File: config.mk
export PLATFORM = sky130hd
export DESIGN_NAME = dual_down_timer
export DESIGN_NICKNAME = d
export VERILOG_FILES = /design/src/rtl/dual_timer_pkg.sv /design/src/rtl/dual_timer_ctrl.sv /design/src/rtl/dual_timer_datapath.sv /design/src/rtl/dual_down_timer.sv
export SDC_FILE = /design/constraint.sdc
export NUM_CORES = 1
export LEC_CHECK = 0
export CORE_UTILIZATION = 63
export CTS_CLUSTER_DIAMETER = 150
export DETAILED_ROUTE_END_ITERATION = 8
export GPL_ROUTABILITY_DRIVEN = 1
export PLACE_DENSITY = 0.91
export SLEW_MARGIN = 20
export SYNTH_ARGS = -nofsm -noshare
export SYNTH_HDL_FRONTEND = slang
export SYNTH_SLANG_ARGS = --single-unit
File: constraint.sdc
create_clock -name clk -period 5.6 [get_ports clk]
set_input_delay 1.68 -clock clk [delete_from_list [all_inputs] [get_ports clk]]
set_output_delay 1.68 -clock clk [all_outputs]
set_load 0.02 [all_outputs]
File: src/rtl/dual_timer_pkg.sv
package dual_timer_pkg;
  // Per-timer command strobes from control to datapath
  typedef struct packed {
    logic wrValue;   // bus writes the value register
    logic wrReload;  // bus writes the reload register
    logic doReload;  // expiry with reload-enable: refill value
    logic doDec;     // enabled and non-zero: count down
  } tmrStrobe_t;
endpackage

File: src/rtl/dual_timer_ctrl.sv
module dual_timer_ctrl
  import dual_timer_pkg::*;
#(
  parameter int NUM_TIMERS = 2,
  parameter int DATA_W     = 32,
  parameter int ADDR_W     = 5
) (
  input  logic                      clk,
  input  logic                      rstN,
  input  logic                      busWe,
  input  logic [ADDR_W-1:0]         busAddr,
  input  logic [DATA_W-1:0]         busWdata,
  input  logic [NUM_TIMERS-1:0]     isZero,
  output tmrStrobe_t [NUM_TIMERS-1:0] strobe,
  output logic [2*NUM_TIMERS-1:0]   ctrlBits,
  output logic [NUM_TIMERS-1:0]     irq
);
  localparam int CTRL_W = 2 * NUM_TIMERS;
  localparam int WORD_W = ADDR_W - 2;

  logic [WORD_W-1:0]     wordIdx;
  logic                  ctrlWr;
  logic [CTRL_W-1:0]     ctrlQ;
  logic [CTRL_W-1:0]     ctrlNext;
  logic [NUM_TIMERS-1:0] expire;
  logic [NUM_TIMERS-1:0] irqQ;

  assign wordIdx = busAddr[ADDR_W-1:2];
  assign ctrlWr  = busWe && (wordIdx == '0);

  for (genvar i = 0; i < NUM_TIMERS; i++) begin : g_tmr
    localparam logic [WORD_W-1:0] RLD_WORD = WORD_W'(4 + 2 * i);
    localparam logic [WORD_W-1:0] VAL_WORD = WORD_W'(5 + 2 * i);
    logic enBit, rlBit, wrVal, wrRld;
    assign enBit     = ctrlQ[2*i];
    assign rlBit     = ctrlQ[2*i+1];
    assign wrVal     = busWe && (wordIdx == VAL_WORD);
    assign wrRld     = busWe && (wordIdx == RLD_WORD);
    assign expire[i] = enBit && isZero[i];
    assign strobe[i] = {wrVal, wrRld,
                        expire[i] && rlBit && !wrVal,
                        enBit && !isZero[i] && !wrVal};

    // one-shot expiry drops the enable unless software rewrites control
    p_oneshot_stop_r5: assert property (@(posedge clk) disable iff (!rstN)
      (enBit && isZero[i] && !rlBit && !ctrlWr) |=> !ctrlQ[2*i]);
    // a pulse on this line needs this timer to have been enabled
    p_irq_own_enable_r8: assert property (@(posedge clk) disable iff (!rstN)
      $rose(irq[i]) |-> $past(ctrlQ[2*i]));
  end

  always_comb begin
    ctrlNext = ctrlQ;
    for (int i = 0; i < NUM_TIMERS; i++) begin
      if (expire[i] && !ctrlQ[2*i+1]) ctrlNext[2*i] = 1'b0;
    end
  end

  always_ff @(posedge clk) begin
    if (!rstN) begin
      ctrlQ <= '0;
      irqQ  <= '0;
    end else begin
      ctrlQ <= ctrlWr ? busWdata[CTRL_W-1:0] : ctrlNext;
      irqQ  <= expire;
    end
  end

  assign ctrlBits = ctrlQ;
  assign irq      = irqQ;
endmodule

File: src/rtl/dual_timer_datapath.sv
module dual_timer_datapath
  import dual_timer_pkg::*;
#(
  parameter int NUM_TIMERS = 2,
  parameter int DATA_W     = 32
) (
  input  logic                               clk,
  input  logic                               rstN,
  input  logic [DATA_W-1:0]                  wdata,
  input  tmrStrobe_t [NUM_TIMERS-1:0]        strobe,
  output logic [NUM_TIMERS-1:0]              isZero,
  output logic [NUM_TIMERS-1:0][DATA_W-1:0]  valueQ,
  output logic [NUM_TIMERS-1:0][DATA_W-1:0]  reloadQ
);
  always_ff @(posedge clk) begin
    if (!rstN) begin
      valueQ  <= '0;
      reloadQ <= '0;
    end else begin
      for (int i = 0; i < NUM_TIMERS; i++) begin
        if (strobe[i].wrReload) reloadQ[i] <= wdata;
        if (strobe[i].wrValue)       valueQ[i] <= wdata;
        else if (strobe[i].doReload) valueQ[i] <= reloadQ[i];
        else if (strobe[i].doDec)    valueQ[i] <= valueQ[i] - DATA_W'(1);
      end
    end
  end

  for (genvar i = 0; i < NUM_TIMERS; i++) begin : g_chk
    assign isZero[i] = (valueQ[i] == '0);

    // each decrement strobe lowers the value by exactly one
    p_dec_step_r4: assert property (@(posedge clk) disable iff (!rstN)
      strobe[i].doDec |=> valueQ[i] == $past(valueQ[i]) - DATA_W'(1));
    // a bus write lands the written word on the next cycle
    p_write_wins_r7: assert property (@(posedge clk) disable iff (!rstN)
      strobe[i].wrValue |=> valueQ[i] == $past(wdata));
    // a refill copies the reload word held before the edge
    p_refill_r6: assert property (@(posedge clk) disable iff (!rstN)
      strobe[i].doReload |=> valueQ[i] == $past(reloadQ[i]));
    // at most one value update source per cycle
    p_one_source_r7: assert property (@(posedge clk) disable iff (!rstN)
      $onehot0({strobe[i].wrValue, strobe[i].doReload, strobe[i].doDec}));
  end
endmodule

File: src/rtl/dual_down_timer.sv
module dual_down_timer
  import dual_timer_pkg::*;
#(
  parameter int NUM_TIMERS = 2,
  parameter int DATA_W     = 32,
  parameter int ADDR_W     = $clog2(16 + 8 * NUM_TIMERS)
) (
  input  logic                  clk,
  input  logic                  rstN,
  input  logic                  busWe,
  input  logic [ADDR_W-1:0]     busAddr,
  input  logic [DATA_W-1:0]     busWdata,
  output logic [DATA_W-1:0]     busRdata,
  output logic [NUM_TIMERS-1:0] irq
);
  localparam int WORD_W = ADDR_W - 2;
  localparam int CTRL_W = 2 * NUM_TIMERS;

  tmrStrobe_t [NUM_TIMERS-1:0]             strobe;
  logic [NUM_TIMERS-1:0]                   isZero;
  logic [CTRL_W-1:0]                       ctrlBits;
  logic [NUM_TIMERS-1:0][DATA_W-1:0]       valueQ;
  logic [NUM_TIMERS-1:0][DATA_W-1:0]       reloadQ;
  logic [WORD_W-1:0]                       rdWord;

  dual_timer_ctrl #(.NUM_TIMERS(NUM_TIMERS), .DATA_W(DATA_W), .ADDR_W(ADDR_W)) u_ctrl (
    .clk(clk), .rstN(rstN), .busWe(busWe), .busAddr(busAddr), .busWdata(busWdata),
    .isZero(isZero), .strobe(strobe), .ctrlBits(ctrlBits), .irq(irq)
  );

  dual_timer_datapath #(.NUM_TIMERS(NUM_TIMERS), .DATA_W(DATA_W)) u_dp (
    .clk(clk), .rstN(rstN), .wdata(busWdata), .strobe(strobe),
    .isZero(isZero), .valueQ(valueQ), .reloadQ(reloadQ)
  );

  assign rdWord = busAddr[ADDR_W-1:2];

  always_comb begin
    busRdata = '0;
    if (rdWord == '0) busRdata[CTRL_W-1:0] = ctrlBits;
    for (int i = 0; i < NUM_TIMERS; i++) begin
      if (rdWord == WORD_W'(4 + 2 * i)) busRdata = reloadQ[i];
      if (rdWord == WORD_W'(5 + 2 * i)) busRdata = valueQ[i];
    end
  end
endmodule

==> qor.tcl <==
set qor(groute.layer.met2.usage) 0.621
set qor(post_drt_wl_per_cell_um) 20.7
set qor(hold_path.class) {flop to flop}
set qor(netlist-cell-type-count) 64
set qor(rsz_0062_raised_after_global_routing) {no}
set qor(setup_viol) 0
set qor(synthCells) 1054
set qor(multiInputGateArea_um2) 4750
set qor(static_leakage_nw) 3.35
set qor(clock_power_share) 0.381
set qor(finalNetCount) 1122
set qor(timing.critical_path.arrival_ns) 3.88
set qor(grt_first_pass_wirelength_mm) 40.8
set qor(m3_gr_usage) 0.126
set qor(critical_path.cell_chain) {clkdlybuf4s50_1 -> nor3b_2 -> buf_12 -> a22o_1 -> a221o_1 -> clkdlybuf4s50_1}
set qor(finalCritPeriodShare) 0.993
set qor(worst_ir_drop_vdd_mv) 0.342
set qor(path_common_cell) {clkdlybuf4s50_1}
set qor(timing.critical_path.slowest_stage_cell) {clkdlybuf4s50_1}
set qor(finalNonFillerCells) 1261
set qor(fillers) 860
set qor(seq_area_um2) 2680
set qor(antenna_left) 0
set qor(layout_commonest_cell) {nand2_1}
set qor(die_area_um2) 12800
set qor(worst_path_largest_cell_delay_ns) 0.60
set qor(switchingPower_mw) 0.836
set qor(initial_utilization) 0.647
set qor(first_global_vias) 7892
set qor(global_route.usage.total) 0.410
set qor(combinationalPowerShare) 0.236
set qor(postSynth.topFlopCell) {dfxtp_1}
set qor(timing.critical_path.to_type) {output port}
set qor(firstDrtPassIters) 8
set qor(pwr_density_cell_nw_per_um2) 294
set qor(synthesis.yosys.warnings) 0
set qor(highest_count_cells_in_the_layout_ignoring_fill_and_taps) {212 x nand2_1, 134 x dfxtp_1, 133 x a21oi_1}
set qor(number_of_antenna_violations_at_the_first_check_in_global_routing) 1
set qor(max_freq_mhz) 180
set qor(final_layout_size_suffix_gt1_frac) 0.0741
set qor(hold_violation_total_from_the_final_report) 0
set qor(drc) 0
set qor(clk-insertion-delay-late_ns) 0.43
set qor(gp_congestion) 1.02
set qor(synthToLayoutAreaGrowth_pct) 17.5
set qor(sequential_fraction_of_the_synthesis_area) 0.344
set qor(cap_violations) 0
set qor(async_flop_share) 0
set qor(final_core_util) 0.760
set qor(grt_max_degree) 91
set qor(netSwitchingFraction) 0.310
set qor(chipHeight_um) 113
set qor(report.final.slew_viol_count) 0
set qor(worst_pin_slew_ns) 1.16
set qor(worst_setup_path_start_kind) {input port}
set qor(tritoncts.num_buffers) 17
set qor(clock_skew_ns) 0.00695
set qor(grt_most_used_layer) {met2}
set qor(holdBufCountCts) 0
set qor(detailedRoute.firstIterationViolations) 1571
set qor(syn-num-nets) 1096
set qor(place.detailed.instances) 1228
set qor(synth_area_um2) 7800
set qor(outcome) {finished clean}
set qor(buffer_ports.inserted) 71
set qor(postSynthRegisterBits) 134
set qor(dpl.hpwl_mm) 17.0
set qor(vias_per_cell) 6.80
set qor(rows) 40
set qor(gr-usage-met1) 0.532
set qor(routed_wl_mm) 26.0
set qor(detailroute.via_count) 8579
set qor(chipWidth_um) 113
set qor(cts-resized-gates) 0
set qor(htree_num_levels) 4
set qor(post-layout-total-power_mw) 2.70
set qor(boundaryPins) 74
set qor(grt_remaining_overflow) 0
set qor(crit_type) {input port to output port}
set qor(fin_crit_ns) 5.56
set qor(n_antenna_cell) 0
set qor(core_um2) 12100
set qor(cts-root-buf) {clkbuf_16}
set qor(cts_setup_buffers) 0
set qor(crit_path_max_fanout) 24
set qor(postSynthAreaPerCell_um2) 7.40
set qor(setup_total_negative_slack_ns) 0
set qor(timing.max_slew.rel_slack) 0.219
set qor(numClockSinks) 134
set qor(cts_tree) {done}
set qor(power.share.sequential) 0.383
set qor(clkSlewWorstSetupHoldPaths_ns) 0.05
set qor(synth-edff-count) 0
set qor(clock_path_buffers) 2
set qor(cp.required_ns) 3.92
set qor(internal_power_of_the_cells_mw) 1.86
-- cells in the mapped netlist (3+ instances only) --
| master | number | share of area |
|---|---|---|
| a211o_1 | 4 | 0.0045 |
| a211oi_1 | 5 | 0.0048 |
| a21oi_1 | 133 | 0.085 |
| a221o_1 | 22 | 0.028 |
| a22o_1 | 24 | 0.027 |
| a22oi_1 | 4 | 0.0039 |
| a2bb2oi_1 | 3 | 0.0034 |
| a31oi_1 | 14 | 0.011 |
| and2_1 | 15 | 0.012 |
| and3_1 | 21 | 0.017 |
| buf_1 | 4 | 0.0019 |
| buf_6 | 3 | 0.0043 |
| clkbuf_1 | 78 | 0.038 |
| dfxtp_1 | 134 | 0.34 |
| inv_1 | 10 | 0.0048 |
| mux2_2 | 4 | 0.0058 |
| mux2i_1 | 6 | 0.0077 |
| mux4_2 | 6 | 0.017 |
| nand2_1 | 213 | 0.10 |
| nand2b_1 | 5 | 0.0040 |
| nand3_1 | 25 | 0.016 |
| nand4_1 | 8 | 0.0064 |
| nor2_1 | 59 | 0.028 |
| nor3_1 | 26 | 0.017 |
| nor4_1 | 21 | 0.017 |
| nor4b_1 | 3 | 0.0034 |
| o211ai_1 | 5 | 0.0048 |
| o21a_1 | 4 | 0.0039 |
| o21ai_0 | 54 | 0.035 |
| o221ai_1 | 3 | 0.0034 |
| o22ai_1 | 23 | 0.018 |
| o31a_1 | 4 | 0.0045 |
| o31ai_1 | 6 | 0.0058 |
| o32ai_1 | 5 | 0.0056 |
| or2_2 | 8 | 0.0064 |
| or3_1 | 10 | 0.0080 |
| or4_1 | 11 | 0.011 |
| xnor2_1 | 22 | 0.025 |
| xor2_1 | 13 | 0.015 |
-- power groups by stage --
stage	sequential [mW]	combinational [mW]	clock, mW
floorplan	1.03	0.449	0
global placement	1.05	0.596	0
detailed placement	1.05	0.609	0
CTS	1.03	0.616	1.02
global route	1.04	0.685	1.07
finish	1.03	0.637	1.03
-- layer usage --
layer  vias to the layer above  part of all wire
met5                         -                 0
li1                       3874                 -
met1                      3959              0.37
met2                       637              0.45
met3                       109              0.14
met4                         0             0.037
-- through the flow --
stage / instance area, µm² / hold WS (ns) / setup WS, ns
after CTS: 9150 / 0.472 / 0.104
final: 9170 / 0.473 / 0.0400
after floorplan: 7800 / 0.442 / 0.837
after global placement: 8610 / 0.453 / 0.162
after detailed placement: 8610 / 0.464 / 0.133
after global routing: 9170 / 0.486 / 0.0426
-- cell families after synthesis --
| family | count (synthesis) | synth area share |
|---|---|---|
| AOI/OAI and AO/OA | 327 | 0.265 |
| adders and majority gates | 2 | 0.00321 |
| xor gates and xnor gates | 35 | 0.0393 |
| buffers and inverters | 99 | 0.0510 |
| and+or+nand+nor | 440 | 0.265 |
| DFF | 134 | 0.344 |
| muxes | 17 | 0.0327 |
-- critical path: cells and delay by family --
kind	cells	cell delay [ns]
AOI/OAI and AO/OA	2	0.46
and+or+nand+nor	1	0.31
buffers and inverters	3	1.42
-- path summary, 6_finish.rpt --
path	from	end	slack [ns]	cells past startpoint
worst min register to register	u_dp.reloadQ[44]	u_dp.reloadQ[44]	0.47	2
worst min-delay path	u_dp.reloadQ[44]	u_dp.reloadQ[44]	0.47	2
worst max-delay path	busAddr[4]	busRdata[24]	0.04	6
worst max register to register	u_dp.valueQ[0]	u_dp.valueQ[31]	2.32	9
-- final cells by class --
| class | count | area share |
|---|---|---|
| flip-flops and latches | 134 | 0.293 |
| clock buffers | 29 | 0.0568 |
| well taps | 168 | 0.0229 |
| inverters | 11 | 0.00464 |
| clock inverters | 3 | 0.00164 |
| multi-input cells | 821 | 0.518 |
| repair buffers | 95 | 0.103 |
-- registers in the layout (all words and copies together) (netlist names) --
signal / cells
u_dp.reloadQ: 64
u_dp.valueQ: 64
u_ctrl.ctrlBits: 4
u_ctrl.irq: 2
Note: power is estimated with default switching activity, not from simulation.
